===== config.mk =====
export PLATFORM = sky130hd
export DESIGN_NAME = rcs_sequencer
export DESIGN_NICKNAME = d
export VERILOG_FILES = /design/src/rtl/rcs_pkg.sv /design/src/rtl/rcs_step_match.sv /design/src/rtl/rcs_poll_timer.sv /design/src/rtl/rcs_sequencer.sv
export SDC_FILE = /design/constraint.sdc
export NUM_CORES = 1
export LEC_CHECK = 0
export BUFFER_PORTS_ARGS = -buffer_cell sky130_fd_sc_hd__buf_2
export CAP_MARGIN = 20
export CORE_MARGIN = 3
export CORE_UTILIZATION = 45
export DETAILED_ROUTE_END_ITERATION = 10
export GPL_TIMING_DRIVEN = 1
export PLACE_DENSITY = 0.73
export REMOVE_ABC_BUFFERS = 1
export SYNTH_ARGS = -nofsm -noshare
export SYNTH_HDL_FRONTEND = slang
export SYNTH_SLANG_ARGS = --single-unit

===== constraint.sdc =====
create_clock -name clk_i -period 5.05 [get_ports clk_i]
set_clock_uncertainty 0.05 [all_clocks]
set_input_delay 0.2525 -clock clk_i [delete_from_list [all_inputs] [get_ports clk_i]]
set_output_delay 0.2525 -clock clk_i [all_outputs]
set_load 0.1 [all_outputs]

===== src/rtl/rcs_pkg.sv =====
package rcs_pkg;

    localparam int NUM_STEPS = 4;
    localparam int STEP_W    = $clog2(NUM_STEPS);

    // Step indices; the order is the sequence order
    localparam logic [STEP_W-1:0] STEP_RST_ON  = 2'd0;
    localparam logic [STEP_W-1:0] STEP_CLK_OFF = 2'd1;
    localparam logic [STEP_W-1:0] STEP_RST_OFF = 2'd2;
    localparam logic [STEP_W-1:0] STEP_CLK_ON  = 2'd3;

    typedef enum logic {
        ST_IDLE = 1'b0,
        ST_WAIT = 1'b1
    } rcs_state_e;

    typedef struct packed {
        rcs_state_e               state;
        logic [STEP_W-1:0]        step;
        logic [NUM_STEPS-1:0]     pulse;
        logic                     done;
        logic                     err;
        logic [STEP_W-1:0]        err_step;
    } rcs_seq_t;

endpackage


===== src/rtl/rcs_step_match.sv =====
module rcs_step_match
    import rcs_pkg::*;
(
    input  logic [STEP_W-1:0] step_i,
    input  logic              rst_st_i,
    input  logic              clk_st_i,
    output logic              hit_o
);

    logic [NUM_STEPS-1:0] hit_vec;

    // Odd steps watch the clock, even steps the reset; first and last want 1
    for (genvar k = 0; k < NUM_STEPS; k++) begin : g_step
        localparam logic WANT   = (k == 0) || (k == NUM_STEPS - 1);
        localparam bit   ON_CLK = (k % 2) == 1;
        if (ON_CLK) begin : g_clk
            assign hit_vec[k] = (clk_st_i == WANT);
        end else begin : g_rst
            assign hit_vec[k] = (rst_st_i == WANT);
        end
    end

    assign hit_o = hit_vec[step_i];

endmodule


===== src/rtl/rcs_poll_timer.sv =====
module rcs_poll_timer #(
    parameter int LIMIT = 1000000
) (
    input  logic clk_i,
    input  logic rst_ni,
    input  logic clear_i,
    input  logic en_i,
    output logic last_o
);

    localparam int CW = $clog2(LIMIT + 1);

    logic [CW-1:0] cnt_d, cnt_q;

    always_comb begin
        cnt_d = cnt_q;
        if (clear_i) begin
            cnt_d = '0;
        end else if (en_i) begin
            cnt_d = cnt_q + CW'(1);
        end
    end

    always_ff @(posedge clk_i or negedge rst_ni) begin
        if (!rst_ni) begin
            cnt_q <= '0;
        end else begin
            cnt_q <= cnt_d;
        end
    end

    assign last_o = (cnt_q == CW'(LIMIT - 1));

endmodule


===== src/rtl/rcs_sequencer.sv =====
module rcs_sequencer
    import rcs_pkg::*;
#(
    parameter int TIMEOUT_POLLS = 1000000
) (
    input  logic       clk_i,
    input  logic       rst_ni,
    input  logic       start_i,
    input  logic       rst_st_i,
    input  logic       clk_st_i,
    output logic       rst_on_o,
    output logic       clk_off_o,
    output logic       rst_off_o,
    output logic       clk_on_o,
    output logic       done_o,
    output logic       error_o,
    output logic [1:0] err_step_o
);

    rcs_seq_t seq_d, seq_q;
    logic     hit;
    logic     tmr_clear;
    logic     tmr_en;
    logic     tmr_last;
    logic     seq_running;

    rcs_step_match i_match (
        .step_i   (seq_q.step),
        .rst_st_i (rst_st_i),
        .clk_st_i (clk_st_i),
        .hit_o    (hit)
    );

    rcs_poll_timer #(
        .LIMIT (TIMEOUT_POLLS)
    ) i_timer (
        .clk_i   (clk_i),
        .rst_ni  (rst_ni),
        .clear_i (tmr_clear),
        .en_i    (tmr_en),
        .last_o  (tmr_last)
    );

    always_comb begin
        seq_d      = seq_q;
        seq_d.pulse = '0;
        seq_d.done  = 1'b0;
        tmr_clear   = 1'b0;
        tmr_en      = 1'b0;
        unique case (seq_q.state)
            ST_IDLE: begin
                if (start_i) begin
                    seq_d.state    = ST_WAIT;
                    seq_d.step     = STEP_RST_ON;
                    seq_d.pulse    = NUM_STEPS'(1);
                    seq_d.err      = 1'b0;
                    seq_d.err_step = '0;
                    tmr_clear      = 1'b1;
                end
            end
            ST_WAIT: begin
                if (hit) begin
                    tmr_clear = 1'b1;
                    if (seq_q.step == STEP_CLK_ON) begin
                        seq_d.state = ST_IDLE;
                        seq_d.done  = 1'b1;
                    end else begin
                        seq_d.step  = seq_q.step + STEP_W'(1);
                        seq_d.pulse = NUM_STEPS'(1) << (seq_q.step + STEP_W'(1));
                    end
                end else if (tmr_last) begin
                    seq_d.state    = ST_IDLE;
                    seq_d.err      = 1'b1;
                    seq_d.err_step = seq_q.step;
                end else begin
                    tmr_en = 1'b1;
                end
            end
            default: seq_d = seq_q;
        endcase
    end

    always_ff @(posedge clk_i or negedge rst_ni) begin
        if (!rst_ni) begin
            seq_q <= '{state: ST_IDLE, step: '0, pulse: '0, done: 1'b0,
                       err: 1'b0, err_step: '0};
        end else begin
            seq_q <= seq_d;
        end
    end

    assign seq_running = (seq_q.state == ST_WAIT);

    assign rst_on_o   = seq_q.pulse[STEP_RST_ON];
    assign clk_off_o  = seq_q.pulse[STEP_CLK_OFF];
    assign rst_off_o  = seq_q.pulse[STEP_RST_OFF];
    assign clk_on_o   = seq_q.pulse[STEP_CLK_ON];
    assign done_o     = seq_q.done;
    assign error_o    = seq_q.err;
    assign err_step_o = seq_q.err_step;

endmodule


==> results by group <==
Run status
  • Status: complete, no violations

Global routing
  • Vias in the first global route: 1,395
  • Grt total ovfl: 0
  • First-pass GRT wire length: 6410 um
  • Antenna violations before repair: 0
  • Pin count of the biggest net entering global routing: 32
  • GRT Overall Usage: 0.165

Synth
  • Synth async-reset ratio: 1.00
  • Yosys reg bits: 31
  • Gate count of the mapped netlist: 194
  • Post-Syn Area per Cell: 9.38 um^2
  • Netlist cell types: 45
  • Warnings, synthesis: 0
  • Main synth FF type: dfrtp_1
  • Synthesized area: 1820 um^2
  • Register area share after synthesis: 0.426
  • EDFF count, synth: 0

Drt
  • Drt pass-1 iters: 4
  • Post-Route WL: 3670 um
  • Via total after detailed routing: 1,450
  • Routed WL per cell: 14.4 um
  • Antenna-violating nets left: 0
  • Initial DRC Count: 77
  • DRC: 0
  • Vias/cell: 5.71

STA
  • Final Slew Violations: 0
  • Slew headroom: 0.531
  • Unrepaired setup endpoints after global routing: false
  • Total Neg Setup Slack: 0 ns
  • Final min period: 2.01 ns
  • Worst Tran Pin Value: 0.704 ns
  • Setup violations, final: 0
  • Final worst-path cycle share: 0.397
  • Fmax: 498 MHz
  • Final Hold Vio Count: 0

CTS
  • TritonCTS clock tree: built
  • Clk sinks: 31
  • Clock buffer depth: 2
  • Clock slew at reported path FFs: 0.07 ns
  • # Post-CTS Setup Buffers: 0
  • Root Buffer Master: clkbuf_8
  • CTS Buf Count: 5
  • H-tree depth: 2
  • Clk Latency, worst-skew pair: 0.29 ns

Critical path
  • Worst-path maximum fanout: 6
  • Worst R2R Setup Slack: 3.04 ns
  • Crit path DAT: 2.11 ns
  • Worst setup SP type: register
  • Critical path endpoint category: register
  • Cell Chain, Critical Path: ha_1 -> and3_1 -> nand3_4 -> or4_1 -> nor3_2 -> a211oi_1
  • Crit Path Category: reg -> reg
  • CP max stage delay: 0.55 ns
  • CP max-delay cell: or4_1
  • CP Data Required Time: 5.15 ns

Die
  • Rows: 22
  • Die X: 69.6 um
  • Core area: 3770 um^2
  • Die area: 4840 um^2
  • Die height: 69.6 um
  • Initial Util: 0.483
  • # IOs: 13

Cells and area
  • Biggest register: i_timer.cnt_q
  • Layout cells sized above 1: 0.150
  • Post-Layout Cell Count: 254
  • Antenna cell count: 0
  • Fill count: 341
  • Largest register FFs: 20
  • Layout Nets: 216
  • Area delta synth->final: 8.18%

Pwr
  • Leakage: 0.902 nW
  • Pwr per Cell Area: 478 nW/um^2
  • Power Total: 0.941 mW
  • Peak VDD IR: 0.431 mV

Placement
  • Dpl cells: 244
  • Dpl hpwl: 2480 um
  • Port bufs: 12
  • RePlAce Congestion: 0.856

Run
  • Max cap viols: 0

Min path
  • Hold Path Class: in -> reg
## final timing paths
kind                       cells past startpoint              start                end
max                                            6   i_timer.cnt_q[0]  i_timer.cnt_q[14]
min                                            2            start_i        seq_running
max reg2reg                                    6   i_timer.cnt_q[0]  i_timer.cnt_q[14]
min reg2reg                                    1  i_timer.cnt_q[19]  i_timer.cnt_q[19]
max in group asynchronous                      2             rst_ni  i_timer.cnt_q[16]
min in group asynchronous                      2             rst_ni           rst_on_o
## routing by layer
layer,up-vias,track usage,routed length [um]
met1,684,0.223,1830
met4,0,0.0933,49
met5,-,0,0
met3,5,0.0377,145
li1,725,-,-
met2,36,0.242,1640
## cells in the final DEF (no fill, tap or decap), drive strengths merged, types with 2 or more instances in the layout
cell type,netlist,layout
dfrtp,31,31
nand2,21,21
nand3,14,14
o21ai,13,13
buf,6,13
nor2,11,11
a21oi,10,10
inv,9,9
nand4,8,8
clkbuf,4,8
nor3,7,7
and3,6,6
ha,6,6
o211ai,5,5
mux2i,5,5
or3,5,5
or2,4,4
xnor2,3,3
a21o,3,3
a31oi,3,3
and2,2,2
a22o,2,2
nor4,2,2
## layout make-up
class	instances	area (um^2)	area share
Clock buffer	8	100	0.0508
Timing Repair Buffer	14	77.6	0.0394
Multi-Input combinational cell	144	922	0.468
Sequential cell	31	776	0.394
Inverter	9	33.8	0.0172
Tap cell	48	60.1	0.0305
## worst max-delay path: cells and delay by family (launching register included)
kind | cells | cell delay, ns
AND/OR/NAND/NOR | 4 | 1.13
flip-flops | 1 | 0.43
AO/OA/AOI/OAI | 1 | 0.06
adder cells (fa/ha/maj) | 1 | 0.21
## power by group
part	switching [mW]	internal, mW
clock	0.0905	0.124
sequential	0.0384	0.282
combinational	0.292	0.114
## synthesized netlist by cell type, types with 2 or more instances
library cell	n	share of area
dfrtp_1	31	0.43
buf_6	5	0.031
or3_1	5	0.017
or2_2	3	0.010
nor2_1	10	0.021
nand3_1	13	0.036
mux2i_1	5	0.027
and3_1	6	0.021
clkbuf_1	3	0.0062
o21ai_0	13	0.036
xnor2_1	3	0.014
o211ai_1	5	0.021
inv_1	9	0.019
a22o_1	2	0.0096
ha_1	6	0.041
a21oi_1	10	0.027
a31oi_1	3	0.010
nand2_1	21	0.043
and2_1	2	0.0069
a21o_1	3	0.012
nand4_1	7	0.024
nor3_1	6	0.016
## per-stage QoR
step                setup WS, ns  instance area (um^2)  hold WS (ns)  utilization
floorplan                   3.19                  1730       -0.0931            -
finish                      3.04                  1970         0.193        0.522
global route                2.87                  1970         0.203        0.522
detailed placement          3.04                  1850         0.292        0.491
CTS                         3.04                  1960         0.182        0.520
global placement            3.11                  1850         0.299        0.491
## what timing repair did
action / CTS / global route
hold buffers: 1 / 0
hold endpoints to repair: 31 / 0
gates resized for setup: 0 / 0
## cells by family (layout without fill, tap and decap cells)
logic type | Yosys count | after routing | share of synthesized area
AO/OA/AOI/OAI | 44 | 44 | 0.154
flip-flops | 31 | 31 | 0.426
adder cells (fa/ha/maj) | 6 | 6 | 0.0412
XOR/XNOR | 3 | 3 | 0.0144
multiplexers | 5 | 5 | 0.0275
buffers and inverters | 19 | 31 | 0.0673
AND/OR/NAND/NOR | 86 | 86 | 0.269
No activity file was read; power rests on OpenSTA's default activity.
